--- src/rtl/arb_pkg.sv ---
package arb_pkg;

    // Who currently holds the shared bus.
    typedef enum logic [1:0] {
        BUS_FREE  = 2'd0,
        BUS_AGENT = 2'd1,
        BUS_HOST  = 2'd2
    } bus_state_e;

endpackage

--- src/rtl/arb_rr_pick.sv ---
// Rotating search: first requesting agent at or after ptr_i, wrapping.
module arb_rr_pick #(
    parameter int N_AGENTS = 8,
    parameter int ID_W     = $clog2(N_AGENTS)
) (
    input  logic [N_AGENTS-1:0] req_i,
    input  logic [ID_W-1:0]     ptr_i,
    output logic                found_o,
    output logic [ID_W-1:0]     win_o
);

    always_comb begin
        found_o = 1'b0;
        win_o   = '0;
        // Walk from the farthest slot back to ptr_i so the nearest one wins.
        for (int i = N_AGENTS - 1; i >= 0; i--) begin
            int j;
            j = int'(ptr_i) + i;
            if (j >= N_AGENTS) begin
                j = j - N_AGENTS;
            end
            if (req_i[j]) begin
                found_o = 1'b1;
                win_o   = ID_W'(j);
            end
        end
    end

endmodule

--- src/rtl/arb_tenure.sv ---
// Counts cycles of the current tenure and flags when the limit is reached.
module arb_tenure #(
    parameter int CNT_W = 8
) (
    input  logic             clk,
    input  logic             rst_n,
    input  logic             clear_i,
    input  logic             adv_i,
    input  logic [CNT_W-1:0] limit_i,
    output logic             expired_o
);

    logic [CNT_W-1:0] cnt_d, cnt_q;

    always_comb begin
        cnt_d = cnt_q;
        if (clear_i) begin
            cnt_d = '0;
        end else if (adv_i && (cnt_q != {CNT_W{1'b1}})) begin
            cnt_d = cnt_q + CNT_W'(1);
        end
    end

    always_ff @(posedge clk or negedge rst_n) begin
        if (!rst_n) begin
            cnt_q <= '0;
        end else begin
            cnt_q <= cnt_d;
        end
    end

    // cnt_q counts completed grant cycles minus one; limit 0 means disabled.
    assign expired_o = (limit_i != '0) && (cnt_q >= (limit_i - CNT_W'(1)));

endmodule

--- src/rtl/arb_gnt_dec.sv ---
// Turns the registered owner index into a one-hot agent grant vector.
module arb_gnt_dec #(
    parameter int N_AGENTS = 8,
    parameter int ID_W     = $clog2(N_AGENTS)
) (
    input  logic                valid_i,
    input  logic [ID_W-1:0]     id_i,
    output logic [N_AGENTS-1:0] gnt_o
);

    for (genvar g = 0; g < N_AGENTS; g++) begin : g_bit
        assign gnt_o[g] = valid_i && (id_i == ID_W'(g));
    end

endmodule

--- src/rtl/rr_bus_arbiter.sv ---
module rr_bus_arbiter #(
    parameter int N_AGENTS = 8,
    parameter int CNT_W    = 8,
    localparam int ID_W    = $clog2(N_AGENTS)
) (
    input  logic                clk,
    input  logic                rst_n,
    input  logic [N_AGENTS-1:0] agent_req_i,
    input  logic                lock_i,
    input  logic                host_req_i,
    input  logic [CNT_W-1:0]    fair_limit_i,
    output logic [N_AGENTS-1:0] agent_gnt_o,
    output logic                host_gnt_o,
    output logic                owner_valid_o,
    output logic [ID_W-1:0]     owner_id_o
);

    import arb_pkg::*;

    localparam logic [ID_W-1:0] LAST_ID = ID_W'(N_AGENTS - 1);

    typedef struct packed {
        bus_state_e      st;
        logic [ID_W-1:0] id;   // owning agent
        logic [ID_W-1:0] ptr;  // most favoured agent for the next search
    } arb_state_t;

    arb_state_t s_d, s_q;

    logic                found;
    logic [ID_W-1:0]     win_id;
    logic                expired;
    logic                ten_clear;
    logic                ten_adv;
    logic                others_wait;
    logic                agent_owns;

    arb_rr_pick #(
        .N_AGENTS (N_AGENTS),
        .ID_W     (ID_W)
    ) u_pick (
        .req_i   (agent_req_i),
        .ptr_i   (s_q.ptr),
        .found_o (found),
        .win_o   (win_id)
    );

    arb_tenure #(
        .CNT_W (CNT_W)
    ) u_tenure (
        .clk       (clk),
        .rst_n     (rst_n),
        .clear_i   (ten_clear),
        .adv_i     (ten_adv),
        .limit_i   (fair_limit_i),
        .expired_o (expired)
    );

    assign agent_owns = (s_q.st == BUS_AGENT);

    arb_gnt_dec #(
        .N_AGENTS (N_AGENTS),
        .ID_W     (ID_W)
    ) u_dec (
        .valid_i (agent_owns),
        .id_i    (s_q.id),
        .gnt_o   (agent_gnt_o)
    );

    // Anyone other than the present owner who wants the bus.
    assign others_wait = host_req_i | (|(agent_req_i & ~agent_gnt_o));

    always_comb begin
        s_d       = s_q;
        ten_clear = 1'b0;
        ten_adv   = 1'b0;
        case (s_q.st)
            BUS_FREE: begin
                ten_clear = 1'b1;
                if (host_req_i) begin
                    s_d.st = BUS_HOST;
                end else if (found) begin
                    s_d.st = BUS_AGENT;
                    s_d.id = win_id;
                end
            end
            BUS_AGENT: begin
                if (!agent_req_i[s_q.id] || (expired && others_wait && !lock_i)) begin
                    s_d.st  = BUS_FREE;
                    s_d.ptr = (s_q.id == LAST_ID) ? '0 : s_q.id + ID_W'(1);
                end else begin
                    ten_adv = 1'b1;
                end
            end
            BUS_HOST: begin
                if (!host_req_i) begin
                    s_d.st = BUS_FREE;
                end else begin
                    ten_adv = 1'b1;
                end
            end
            default: begin
                s_d.st = BUS_FREE;
            end
        endcase
    end

    always_ff @(posedge clk or negedge rst_n) begin
        if (!rst_n) begin
            s_q <= '{st: BUS_FREE, id: '0, ptr: '0};
        end else begin
            s_q <= s_d;
        end
    end

    assign host_gnt_o    = (s_q.st == BUS_HOST);
    assign owner_valid_o = (s_q.st != BUS_FREE);
    assign owner_id_o    = agent_owns ? s_q.id : '0;

endmodule

--- config.mk ---
export PLATFORM = sky130hd
export DESIGN_NAME = rr_bus_arbiter
export DESIGN_NICKNAME = d
export VERILOG_FILES = /design/src/rtl/arb_pkg.sv /design/src/rtl/arb_rr_pick.sv /design/src/rtl/arb_tenure.sv /design/src/rtl/arb_gnt_dec.sv /design/src/rtl/rr_bus_arbiter.sv
export SDC_FILE = /design/constraint.sdc
export NUM_CORES = 1
export LEC_CHECK = 0
export BUFFER_PORTS_ARGS = -buffer_cell sky130_fd_sc_hd__buf_2
export CORE_ASPECT_RATIO = 1.1
export CORE_MARGIN = 2
export CORE_UTILIZATION = 35
export DETAILED_ROUTE_END_ITERATION = 10
export PLACE_DENSITY = 0.56
export SYNTH_ARGS = -nofsm -noshare
export SYNTH_HDL_FRONTEND = slang
export SYNTH_SLANG_ARGS = --single-unit
--- constraint.sdc ---
create_clock -name clk -period 7.9 [get_ports clk]
set_input_delay 0.79 -clock clk [delete_from_list [all_inputs] [get_ports clk]]
set_output_delay 0.79 -clock clk [all_outputs]
set_load 0.05 [all_outputs]
Word level (Yosys, flattened, before mapping)
Cells that the tools add are included.
Widths: inputs -> output; s select.

word-level totals
  register bits = 16
  latch bits = 0
  RAM bits = 0
  memory bits (read-only) = 0
  input bits = 20
  output and inout bits = 13
  logic and storage cells = 144
  memories = 0

operators by class
  $add $sub $neg = 18
  multiply operators = 0
  divide/modulo/power cells = 0
  $lt $le $gt $ge = 18
  eq/ne operators = 13
  shifts and indexed selects = 0
  multiplexer cells = 63
  bitwise logic cells = 4
  reduce and logical (&&, ||, !) cells = 24

operators with widths
  cell                   number
  $lt 32x5->1 const B    8
  $mux 32                8
  $ge 32x5->1 const B    7
  $sub 32x5->32 const B  7
  $mux 3                 10
  $mux 1                 28
  $bmux 1 s3             9
  $add 3x3->4 const B    4
  $mux 8                 2
  $eq 3x3->1 const B     4
  $logic_and 1x1->1      12
  $add 3x2->4 const B    2
  $add 8x1->8 const B    1
  $and 8x8->8            1
  $ge 8x8->1             1
  $ne 8x8->1 const B     1
  $not 8->8              1
  $reduce_bool 8->1      1
  $reduce_or 8->1        1
  $sub 8x1->8 const B    1
  $eq 3x2->1 const B     2
  $mux 2                 3
  $pmux 2 s3             1
  $reduce_and 3->1       2
  21 further kinds       23

Logic depth before layout (Yosys ltp)
Gate-level depths: netlist (run 1).

  word-level depth = 17
  depth in mapped cells = 12
  mapped depth without buffers = 12

Cells and area by module
Synthesis (run 1) repeated with hierarchy kept, for this count alone.

second synthesis, totals
  cell total of the unflattened synthesis = 243
  area total of the unflattened synthesis = 2238.4 um^2

by module, submodules not included
  module          times used  cells an instance  area each (um^2)  sequential area each (um^2)
  arb_rr_pick     1           90                 782.0             0.0
  arb_tenure      1           82                 730.7             200.2
  rr_bus_arbiter  1           63                 629.4             200.2
  arb_gnt_dec     1           8                  96.3              0.0

Worst setup path before layout (run 1)
Ideal clock, no wire load.

  kind = input to register
  start = input fair_limit_i[0]
  end = register u_tenure.cnt_q[3]
  setup time = 128 ps
  arrival = 2976 ps
  required time = 7772 ps
  path slack = 4797 ps
  stages on the path = 12
  buffers on the path = 0
  cells stage by stage = inv_1 ha_1 nand2b_1 nor4_1 xnor2_1 ha_1 a21o_1 a21oi_1 o31a_2 o2111ai_4 a211oi_1 mux2_1

on the way
  word-level cells in the longest chain between the ends = 10
  elaborated cells between the ends (all ways) = 11
  those cells by class = 1 x add/sub; 1 x order compare; 2 x mux; 7 x reduce/logical

RTL lines
  element                           RTL line              RTL
  start: declaration                rr_bus_arbiter.sv:11  input logic [CNT_W-1:0] fair_limit_i,
  $sub 8x1->8                       arb_tenure.sv:33      assign expired_o = (limit_i != '0) && (cnt_q >= (limit_i - CNT_W'(1)));
  $ge 8x8->1                        arb_tenure.sv:33
  $logic_and 1x1->1 *               arb_tenure.sv:33
  $logic_and 1x1->1 * (2 in a row)  rr_bus_arbiter.sv:88  if (!agent_req_i[s_q.id] || (expired && others_wait && !lock_i)) begin
  $logic_or 1x1->1 *                rr_bus_arbiter.sv:88
  $mux 1 *                          rr_bus_arbiter.sv:88
  $pmux 1 s2 *                      rr_bus_arbiter.sv:77  case (s_q.st)
  $logic_and 1x1->1 *               arb_tenure.sv:19      end else if (adv_i && (cnt_q != {CNT_W{1'b1}})) begin
  $reduce_bool 2->1 (no line) *     --
  end signal: assignment            arb_tenure.sv:28      cnt_q <= cnt_d;
  end: declaration                  arb_tenure.sv:13      logic [CNT_W-1:0] cnt_d, cnt_q;

Mark *: on every way between the ends. The rest lies on a longest branch, timed or not.
A chain may end at the register's enable or synchronous reset.

Final worst setup path (run 1)
Ends and elaborated chain as after synthesis.

==> flow_results.org, run 1 <==
** Finish
- Final net count :: approximately 350
- Number of antenna diodes :: 0
- The area growth from synthesis to layout is 10.5%.
- Share of post-route cells with drive strength above 1 :: 0.220
- Final Core Density :: 0.402
- Number of cells in the finished layout apart from fillers :: 386

** Timing
- Slew HR :: 0.520
- Clock period minus final worst setup slack :: about 3.1 ns
- In the final timing run, aggregate negative setup slack is 0 ns.
- Slew at the pin with the worst max-slew slack :: a little over 0.7 ns
- Hold is met by about 0.45 ns.
- The total count of max-transition violations in the final report came to 0.
- Final worst slack :: about 4.8 ns
- Max Clock Freq :: around 320 MHz
- Setup-violating endpoint count in the final report :: 0
- For the final database, setup skew stands at approximately 0.0019 ns.
- Setup repair after global routing missed its margin :: no
- Period utilisation layout :: 0.397
- Final Hold Vio Count :: 0

** Global route
- Number of global-route vias before repair :: around 2,100
- First-pass GRT wire length :: roughly 10,000 µm
- Initial antenna violation count :: 0
- Maximum number of pins on one net before global-route repair :: 24
- Global routing finished with a remaining overflow of 0.
- In the global route stage, overall resource usage came out at 0.167.

** Pwr
- Share of total power in the clock network :: 0.077
- For this design the total switching power over the nets is just over 0.5 mW.
- For this design the ratio of total power to cell area is around 350 nW/µm².
- Of the total power, combinational logic draws 0.755.
- VDD IR-drop max :: about 0.13 mV
- Cell-internal power :: 0.433 mW
- Of the total power, the share spent switching nets is 0.540.
- Reg power frac :: 0.168
- For this design the static power due to leakage is roughly 1.2 nW.

** Critical path
- The worst register-to-register path begins at s_q[1]$_DFFE_PN0P_.
- The worst register-to-register path has a depth of 9.
- Peak fanout along the critical path :: 7
- Critical path class :: input pin to flip-flop
- In this run the critical register-to-register path is captured at s_q[3]$_DFFE_PN0P_.
- Arrival time of data at the critical path endpoint :: ~3.3 ns
- CP Launch Type :: input pin
- For flop-to-flop paths, the worst setup slack is roughly 4.8 ns.
- For the worst setup path, the data required time is roughly 8 ns.
- STA classifies the critical path endpoint as a flip-flop.

** Outcome
- Result of the run :: complete, no violations

** Clocking
- Counting the buffers created by CTS gives 3.
- In this run the post-CTS setup repair buffer count came out at 0.
- In this run the number of H-tree levels came out at 1.
- Number of buffers inserted for hold repair after clock tree synthesis :: 0
- No sink is reached through more buffers than the 2 on the longest clock path.
- Clock input transition at the sequential cells of the worst setup and hold paths :: ~0.070 ns
- TritonCTS clock tree :: built
- Post-CTS repair changed the size of 0 cells.
- Number of sinks on the clock net :: 16
- Clk Tree Root Cell :: clkbuf_8
- Clock latency on the worst-skew pair :: ~0.25 ns

** Die
- The floorplan has 31 rows.
- Die X :: ~83 µm
- Number of top-level design ports :: 33
- Die Y-Extent :: 90.8 µm
- The floorplan step defined a die boundary enclosing 7530 µm².
- The initial utilization of the core area, before any placement, comes to 0.364.
- Core region area :: approximately 6600 µm²

** Routing
- Violation count after the first detailed-routing iteration :: about 110
- Total length of routed wires :: roughly 6300 µm
- First-pass iteration count of the detailed router :: 5
- Post-route ant nets :: 0
- Total number of vias :: about 2,200
- Number of remaining DRC errors :: 0
- In the routed layout, each cell is associated on average with a via count of around 5.6.
- Post-detailed-route wirelength per cell :: 16.2 µm

** Logic synthesis
- Most common cell in the synthesized netlist :: nor2_1
- Number of distinct library cells after synthesis :: between 60 and 70
- Area share of the largest cell type after synthesis :: 0.167
- In the synthesized netlist the dominant register cell turns out to be dfrtp_1.
- Count of warnings emitted by yosys :: 0
- Top cells by area, synth :: dfrtp_1, ha_1, mux4_2
- Summed instance area of the synthesized netlist :: 2400 µm²
- Each instance of the synthesized netlist takes up on average 8.57 µm².
- The synthesized design contains 16 register bits.
- In the synthesized netlist, the cells that appear most often are nor2_1, ha_1, inv_1, nand2_1.
- The synthesized design contains 0 enable-type register cells.
- Of the synthesized area, sequential elements account for 0.167.
- Post-synthesis instance total :: 280
- dfrtp_1 takes more of the synthesized area than any other cell.
- Counting every net in the synthesized netlist gives between 300 and 400.
- Proportion of synthesized flip-flops having asynchronous set or reset :: 1.00

** Placed design
- Timing analysis after detailed placement gives a worst setup slack of 4.49 ns.
- Placed Cells incl. Taps :: 382
- Input and output buffers added on the ports amount to 32.
- Weighted congestion reported at the end of routability-driven placement :: around 0.84
- HPWL after DPL :: roughly 5000 µm

** Hold path
- The tightest min-delay check is of the input pin to async pin type.

** Flow run
- Max-capacitance violation count :: 0
==> power by group through the flow <==
stage | clock (mW) | sequential (mW) | combinational (mW)
global placement | 0 | 0.160 | 0.709
floorplan | 0 | 0.131 | 0.594
CTS | 0.0754 | 0.159 | 0.713
detailed placement | 0 | 0.161 | 0.708
finish | 0.0725 | 0.158 | 0.709
global route | 0.0798 | 0.164 | 0.784
==> stage by stage <==
stage | instance area (µm²) | total power [mW]
6_report | 2650 | 0.940
3_5_place_dp | 2600 | 0.869
2_1_floorplan | 2400 | 0.725
3_3_place_gp | 2600 | 0.869
5_1_grt | 2650 | 1.03
4_1_cts | 2650 | 0.947
==> registers in the layout (all words and copies together), names as in the netlist <==
name,count
u_tenure.cnt_q,8
s_q,8
==> per-layer routing <==
metal,wire (µm),vias to the layer above,track usage
met5,0,-,0
met4,19,0,0.0273
met3,146,2,0.0155
met2,3310,37,0.308
met1,2790,1031,0.212
li1,-,1081,-
==> worst max-delay path, stage by stage <==
cell,delay (ns)
buf_2,0.10
inv_1,0.09
ha_1,0.19
nand2b_1,0.08
nor4_1,0.24
xnor2_1,0.17
ha_1,0.26
a21o_1,0.18
a21oi_1,0.13
o31a_2,0.21
o2111ai_4,0.19
a211oi_1,0.28
mux2_1,0.35
==> worst max path at each step <==
stage                             startpoint                       endpoint  cells after the start
after floorplan              fair_limit_i[0]  u_tenure.cnt_q[3]$_DFFE_PN0P_                     12
after global placement       fair_limit_i[0]  u_tenure.cnt_q[3]$_DFFE_PN0P_                     13
after detailed placement     fair_limit_i[0]  u_tenure.cnt_q[3]$_DFFE_PN0P_                     13
after CTS                    fair_limit_i[0]  u_tenure.cnt_q[3]$_DFFE_PN0P_                     13
after global routing      s_q[1]$_DFFE_PN0P_             s_q[3]$_DFFE_PN0P_                      8
final                        fair_limit_i[0]  u_tenure.cnt_q[3]$_DFFE_PN0P_                     13
==> area by class of cell <==
type,instances,area [µm²]
clock buffer,4,55.1
fill,682,3940
inverter,20,76.3
multi-input combinational,231,1850
sequential,16,400
tap,82,103
timing repair buffer,33,168
==> cell families after synthesis <==
kind of cell	Yosys count	share of synthesized area
DFF	16	0.167
AOI/OAI and AO/OA	65	0.207
muxes	37	0.206
buffers and inverters	33	0.0621
and+or+nand+nor	99	0.215
xor gates and xnor gates	8	0.0292
adders and majority gates	22	0.115
==> placed cells by master, fill, tap and decap left out, types with 3 or more instances in the layout <==
master,instances
xor2_1,3
clkbuf_8,4
xnor2_1,5
nand3_1,11
mux4_2,7
nand2_1,18
nor2b_1,10
a21o_1,3
ha_1,22
mux2_1,6
o21ai_0,4
nor2_1,24
a21oi_1,16
inv_1,18
nor4_1,4
dfrtp_1,16
and3_1,5
o211ai_1,10
mux2i_1,14
and2_1,10
o22ai_1,3
nand2b_1,6
buf_2,32
mux2_2,9
nor3_1,3
a211oi_1,3
Note: power is estimated with default switching activity, not from simulation.
==> inputs of run 2 (changes only) <==
==> constraint.sdc (replaced) <==
create_clock -name clk -period 2.9 [get_ports clk]
set_input_delay 0.29 -clock clk [delete_from_list [all_inputs] [get_ports clk]]
set_output_delay 0.29 -clock clk [all_outputs]
set_load 0.05 [all_outputs]
==> run 2 against run 1 <==
Worst hold slack got worse by 0.040 ns. Clock skew rose by 0.0014 ns. Largest power group unchanged. Critical path type is now flip-flop to flip-flop. First-iteration DRC count fell by 31%. Flip-flop and latch count unchanged.
==> flow_results.org, run 2 (same netlist as run 1, synthesis figures left out) <==
** Outcome
- The run finished with clean final reports.

** Pwr
- VDD IR-drop max :: 0.316 mV (+130%)
- The total leakage power came to 1.27 nW (+4.0%).
- PwrDens :: 970 nW/µm² (+170%)

** Die
- Die X :: 82.9 µm (unchanged)
- Total die area :: 7530 µm² (unchanged)
- The I/O pin count is 33 (unchanged).
- Core Rows :: 31 (unchanged)
- The starting density of the core came to 0.364 (unchanged).
- The core area came to 6590 µm² (unchanged).
- Die Y-Extent :: 90.8 µm (unchanged)

** Clocking
- TritonCTS clock tree :: built
- Clock latency on the worst-skew pair :: 0.25 ns (about the same)
- The number of buffers created by CTS is 3 (unchanged).
- Number of H-tree levels :: 1 (unchanged)
- The maximum buffer depth of the clock tree came to 2 (unchanged).
- Number of sinks on the clock net :: 16 (unchanged)
- Number of post-CTS setup repair buffers :: 0 (unchanged)
- Clock input transition at the sequential cells of the worst setup and hold paths :: 0.06 ns (about the same)
- Clk Tree Root Cell :: clkbuf_8

** Critical path
- CP Launch Type :: flip-flop
- Arrival time of data at the critical path endpoint :: 2.84 ns (-0.42 ns)
- The internal reg-to-reg setup slack is 0.19 ns (-4.61 ns).
- WP data required :: 3.03 ns (-5.00 ns)
- The maximum fanout along the worst path was 7 (unchanged).
- The critical path is of the flip-flop to flip-flop type.
- Sort of element at the end of the critical path :: flip-flop

** Global route
- The global-route total usage across every layer came to 0.169 (+0.00245).
- The initial antenna violation count was 0 (unchanged).
- The via count of the first global-routing pass came to 2,117 (+1.8%).
- The largest net degree at the start of global routing was 23 (-4.2%).
- Overflow left after global routing :: 0 (unchanged)
- The first-pass GRT wire length was 10,500 µm (+1.2%).

** Finish
- The number of antenna diodes came to 0 (unchanged).
- The final design instance area without fill came to 2740 µm² (+3.3%).
- Share of post-route cells with drive strength above 1 :: 0.245 (+0.0248)
- The area growth from synthesis to layout is 14.1%.
- The largest registers in the layout are s_q (8), u_tenure.cnt_q (8).
- The total of fill cells in the finished design came to 693 (+1.6%).
- The top cell types in the final layout, fill and taps aside, are buf_2, nor2_1, ha_1.
- Number of cells in the finished layout apart from fillers :: 396 (+2.6%)
- The library cell used most frequently in the layout, excluding fill and tap cells, is buf_2.
- Final net count :: 358 (+3.2%)

** Flow run
- Max-capacitance violation count :: 0 (unchanged)

** Timing
- The worst path in the final design needs a cycle of 2.71 ns, including I/O delays and setup.
- Derived from the worst setup path, the maximum achievable clock frequency is between 300 and 400 MHz.
- Setup-violating endpoint count in the final report :: 0 (unchanged)
- Worst clock skew :: 0.00327 ns (+0.00135 ns)
- Setup repair after global routing left no endpoint under its margin.
- Period utilisation layout :: 0.934
- Final Hold Vio Count :: 0 (unchanged)
- Count of final max-slew check failures :: 0 (unchanged)
- The headroom to the max-slew limit is 0.638 (+0.119).
- The actual transition at the worst max-transition pin was 0.540 ns (-0.180 ns).

** Placed design
- Number of I/O port buffers :: 32 (unchanged)
- The placed wire-length estimate after detailed placement came to 5100 µm (+2.3%).
- Placed Cells incl. Taps :: 392 (+2.6%)
- Weighted congestion reported at the end of routability-driven placement :: 0.863 (+2.3%)
- The total cell area at the placement stage came to 2680 µm² (+3.4%).

** Routing
- The number of violations reported at the end of detailed-routing iteration 0 came to 77 (-31%).
- Post-detailed-route wirelength per cell :: 16.1 µm (-0.72%)
- First-pass iteration count of the detailed router :: 4 (-1)
- The detailed-route DRC error count was 0 (unchanged).
- Per-cell via count in the routed design :: 5.54 (-0.67%)
- Total number of vias :: 2,192 (+1.9%)
- The number of nets with antenna violations after routing was 0 (unchanged).
- The total wire length after detailed routing came to 6380 µm (+1.9%).

** Hold path
- Min-Delay Path Class :: input pin to flip-flop
-- run 2: cell count changes in the layout (fill, tap and decap cells not counted), sizes merged --
cell,before,now
buf,33,43
clkbuf,4,3
dlygate4sd3,0,1
-- run 2: path summary, 6_finish.rpt --
check	startpoint	end	depth (start not counted)
setup / recovery	u_tenure.cnt_q[0]$_DFFE_PN0P_	u_tenure.cnt_q[3]$_DFFE_PN0P_	9
hold / removal	host_req_i	s_q[7]$_DFFE_PN0P_	2
setup reg to reg	u_tenure.cnt_q[0]$_DFFE_PN0P_	u_tenure.cnt_q[3]$_DFFE_PN0P_	9
hold reg to reg	s_q[7]$_DFFE_PN0P_	s_q[7]$_DFFE_PN0P_	1
max in group asynchronous	rst_n	s_q[6]$_DFFE_PN0P_	2
min in group asynchronous	rst_n	s_q[4]$_DFFE_PN0P_	2
-- run 2: area by class of cell --
| class | instances | area, µm² | area share |
|---|---|---|---|
| Timing Repair Buffer | 44 | 265 | 0.0969 |
| Multi-Input combinational cell | 231 | 1850 | 0.676 |
| Sequential cell | 16 | 400 | 0.146 |
| Tap cell | 82 | 103 | 0.0375 |
| Inverter | 20 | 76.3 | 0.0279 |
| Clock buffer | 3 | 41.3 | 0.0151 |
-- run 2: per-stage QoR --
stage	setup TNS (ns)	power, mW	hold WS [ns]	setup slack, ns	utilization
after floorplan	0	1.98	-0.00559	0.142	-
final	0	2.65	0.406	0.190	0.415
after CTS	0	2.66	0.413	0.155	0.415
after detailed placement	-0.0758	2.47	0.231	-0.0758	0.407
after global placement	0	2.48	0.230	0.0569	0.407
after global routing	0	2.89	0.428	0.0464	0.415
-- run 2: what timing repair did --
action / 4_1_cts / 5_1_grt
hold endpoints to repair: 16 / 0
gates resized for setup: 0 / 1
endpoints found under the setup margin: 0 / 1
hold buffers: 1 / 0
-- run 2: per-layer routing --
metal,routed length [µm],part of all wire,track usage,vias up
met3,216,0.034,0.0174,5
met2,3280,0.51,0.310,49
li1,-,-,-,1097
met4,50,0.0078,0.0328,0
met5,0,0,0,-
met1,2840,0.44,0.215,1041
-- run 2: where the power goes --
part           leakage (nW)  switching [mW]  internal [mW]  total [mW]
sequential            0.207          0.0594          0.286       0.346
combinational          1.05            1.28          0.864        2.14
clock                0.0216          0.0733         0.0921       0.165
-- run 2: critical path: stages, from the launching register on --
cell and delay, ns:
dfrtp_1 0.38, inv_1 0.12, ha_1 0.24, nand2b_1 0.14, a21o_1 0.19, a2111oi_0 0.42
o31a_2 0.26, o2111ai_4 0.19, a211oi_1 0.30, mux2_1 0.36
==> inputs of run 3 (changes only) <==
--- a/config.mk
+++ b/config.mk
@@ -8,9 +8,9 @@
 export BUFFER_PORTS_ARGS = -buffer_cell sky130_fd_sc_hd__buf_2
 export CORE_ASPECT_RATIO = 1.1
 export CORE_MARGIN = 2
-export CORE_UTILIZATION = 35
+export CORE_UTILIZATION = 50
 export DETAILED_ROUTE_END_ITERATION = 10
-export PLACE_DENSITY = 0.56
+export PLACE_DENSITY = 0.77
 export SYNTH_ARGS = -nofsm -noshare
 export SYNTH_HDL_FRONTEND = slang
 export SYNTH_SLANG_ARGS = --single-unit
==> constraint.sdc (replaced) <==
create_clock -name clk -period 2.3 [get_ports clk]
set_input_delay 0.23 -clock clk [delete_from_list [all_inputs] [get_ports clk]]
set_output_delay 0.23 -clock clk [all_outputs]
set_load 0.05 [all_outputs]
==> run 3 against run 2 <==
Non-clock buffer count rose by 53. Total power grew 71%. The flow now finishes with violations (negative setup slack). Global-route usage rose by 8.7 points. Routed wire length grew 14%. Highest routed layer unchanged. Final cell count is 7.1% higher.
==> flow_results.org, run 3 (same netlist as run 1, synthesis figures left out) <==
** Clocking
- The clock sink count was 16 (unchanged).
- The maximum buffer depth of the clock tree came to 2 (unchanged).
- Clock input transition at the sequential cells of the worst setup and hold paths :: 0.07 ns (about the same)
- Clock latency on the worst-skew pair :: 0.25 ns (about the same)
- Inserted Clock Buffers :: 3 (unchanged)
- The number of H-tree levels is 1 (unchanged).
- TritonCTS built the clock tree.
- Clk Tree Root Cell :: clkbuf_8

** Critical path
- Traced cell by cell, the critical path runs through ha_4 -> ha_4 -> and2_4 -> o221ai_2 -> nor4_2 -> a221o_2 -> o2111ai_4 -> a211oi_2 -> mux2_1.
- Cell mode on critical path :: ha_4
- Tracing the worst setup path back leads to its startpoint at s_q[3]$_DFFE_PN0P_.
- The data required time at the worst endpoint came to 2.44 ns (-0.59 ns).
- The maximum fanout along the worst path came to 6 (-1).
- STA classifies the critical path startpoint as a flip-flop.
- CP max stage cell :: dfrtp_2
- The worst setup path is captured at a flip-flop.
- The internal reg-to-reg setup slack came to -0.18 ns (-0.37 ns).
- The startpoint identified for the worst register-to-register timing path is s_q[3]$_DFFE_PN0P_.
- Arrival time of data at the critical path endpoint :: 2.62 ns (-0.22 ns)
- The logic depth of the worst register-to-register path was 9 (unchanged).
- Reg2reg end :: u_tenure.cnt_q[3]$_DFFE_PN0P_
- Max incr delay on CP :: 0.44 ns (+0.02 ns)
- Critical path class :: flip-flop to flip-flop

** Placed design
- HPWL after DPL :: 5190 µm (+1.6%)
- Weighted congestion reported at the end of routability-driven placement :: 0.903 (+4.6%)
- Post-placement cell area :: 3100 µm² (+16%)
- The number of input and output port buffers inserted was 32 (unchanged).

** Hold path
- Worst hold endpoint :: s_q[7]$_DFFE_PN0P_
- Count of cells along the worst hold path :: 2 (unchanged)
- Startpoint of the worst hold path :: host_req_i
- The worst hold path belongs to the class input pin to flip-flop.

** Routing
- The number of nets with antenna violations after routing was 0 (unchanged).
- Total number of vias :: 2,540 (+16%)
- First-pass iteration count of the detailed router :: 4 (unchanged)
- The total wire length after detailed routing is 7250 µm (+14%).
- The post-detailed-route via-to-cell ratio was 5.99 (+8.2%).
- Violation count after the first detailed-routing iteration :: 102 (+32%)
- Post-detailed-route wirelength per cell :: 17.1 µm (+6.1%)
- The detailed-route DRC error count came to 0 (unchanged).

** Pwr
- The power density over the cells was 1290 nW/µm² (+33%).
- The worst supply voltage drop on vdd was 0.924 mV (+190%).
- Overall power consumption :: 4.53 mW (+71%)
- Static leakage :: 1.61 nW (+26%)

** Die
- Die X :: 70.0 µm (-16%)
- Initial Utilization :: 0.519 (+0.155)
- The die height was 76.6 µm (-16%).
- The die footprint was 5370 µm² (-29%).
- The number of cell rows was 26 (-16%).
- Core region area :: 4620 µm² (-30%)
- Number of top-level design ports :: 33 (unchanged)

** Finish
- The number of antenna diodes is 0 (unchanged).
- Area added between synthesis and finish :: 46.0%
- Share of post-route cells with drive strength above 1 :: 0.505 (+0.260)
- Largest registers in the final layout :: s_q (8), u_tenure.cnt_q (8)
- The final design instance area without fill is 3500 µm² (+28%).
- Final net count :: 411 (+15%)
- The final cell utilization of the core was 0.758 (+0.343).
- Leaving out fill and tap cells, the most frequent cells in the layout are buf_4, buf_2, nor2_1.
- Commonest non-fill, non-tap cell in the layout :: buf_4

** Outcome
- Result of the run :: finished, violations left
- Violated checks :: negative setup slack

** Timing
- Max Clock Freq :: 403 MHz (+9.2%)
- Period utilisation layout :: 1.08 (+0.145)
- Final worst slack :: -0.183 ns (-0.373 ns)
- Slew at the pin with the worst max-slew slack :: 0.448 ns (-0.0916 ns)
- The headroom to the max-slew limit came to 0.698 (+0.0600).
- The worst setup skew after layout came to 0.00195 ns (-0.00132 ns).
- The post-layout minimum cycle time was 2.48 ns (-0.227 ns).
- Count of final max-slew check failures :: 0 (unchanged)
- Setup repair after global routing could not meet its margin everywhere.
- The final-report hold violation count is 0 (unchanged).
- Worst Hold Slack :: 0.340 ns (-0.0660 ns)
- The number of setup violations in the final report is 11 (+11).

** Flow run
- The max-capacitance violation count is 0 (unchanged).

** Global route
- The first-pass GRT wire length was 11,300 µm (+6.8%).
- Maximum number of pins on one net before global-route repair :: 18 (-22%)
- The overall overflow remaining after global route was 0 (unchanged).
- Overall track demand over capacity in global routing :: 0.256 (+0.0869)
- Initial antenna violation count :: 0 (unchanged)
- The via count of the first global-routing pass came to 2,458 (+16%).
run 3: cell count changes in the layout (fill, tap and decap cells not counted), sizes merged:
cell,before,now
clkbuf,3,5
buf,43,95
run 3: worst max-delay path, delay by kind of cell (launching register included):
| family | cells | cell delay, ns |
|---|---|---|
| and+or+nand+nor | 2 | 0.19 |
| adders and majority gates | 2 | 0.35 |
| DFF | 1 | 0.44 |
| AOI/OAI and AO/OA | 4 | 1.06 |
| muxes | 1 | 0.32 |
run 3: layer usage:
metal  routed length, µm  global-route usage
met1                2780               0.295
met2                4080               0.490
met4                 200              0.0962
met3                 191              0.0132
met5                   0                   0
run 3: what timing repair did:
action,CTS,global route
gates cloned,0,1
hold buffers,1,0
pin swaps,12,27
endpoints found under the setup margin,16,16
hold endpoints to repair,16,0
gates resized for setup,17,39
setup buffers,5,4
run 3: layout make-up:
type	count	area, µm²
flip-flops and latches	16	404
multi-input cells	231	2180
repair buffers	97	694
fillers	316	1120
well taps	56	70.1
clock buffers	4	55.1
inverters	20	98.8
run 3: stage by stage:
stage,worst slack [ns],TNS [ns],cells
after floorplan,-0.169,-0.999,280
after global placement,-0.398,-4.30,409
after detailed placement,-0.490,-5.30,409
after CTS,-0.134,-1.02,419
after global routing,-0.260,-2.58,424
final,-0.183,-1.35,424
run 3: where the power goes:
group	internal (mW)	switching [mW]
sequential	0.366	0.109
clock	0.152	0.109
combinational	1.79	2.00
run 3: how the worst max path moves through the flow:
stage	end	slack [ns]	depth (start not counted)
2_1_floorplan	u_tenure.cnt_q[2]$_DFFE_PN0P_	-0.17	11
3_3_place_gp	u_tenure.cnt_q[3]$_DFFE_PN0P_	-0.40	13
3_5_place_dp	u_tenure.cnt_q[3]$_DFFE_PN0P_	-0.49	13
4_1_cts	s_q[7]$_DFFE_PN0P_	-0.13	10
5_1_grt	u_tenure.cnt_q[3]$_DFFE_PN0P_	-0.26	9
6_report	u_tenure.cnt_q[3]$_DFFE_PN0P_	-0.18	9
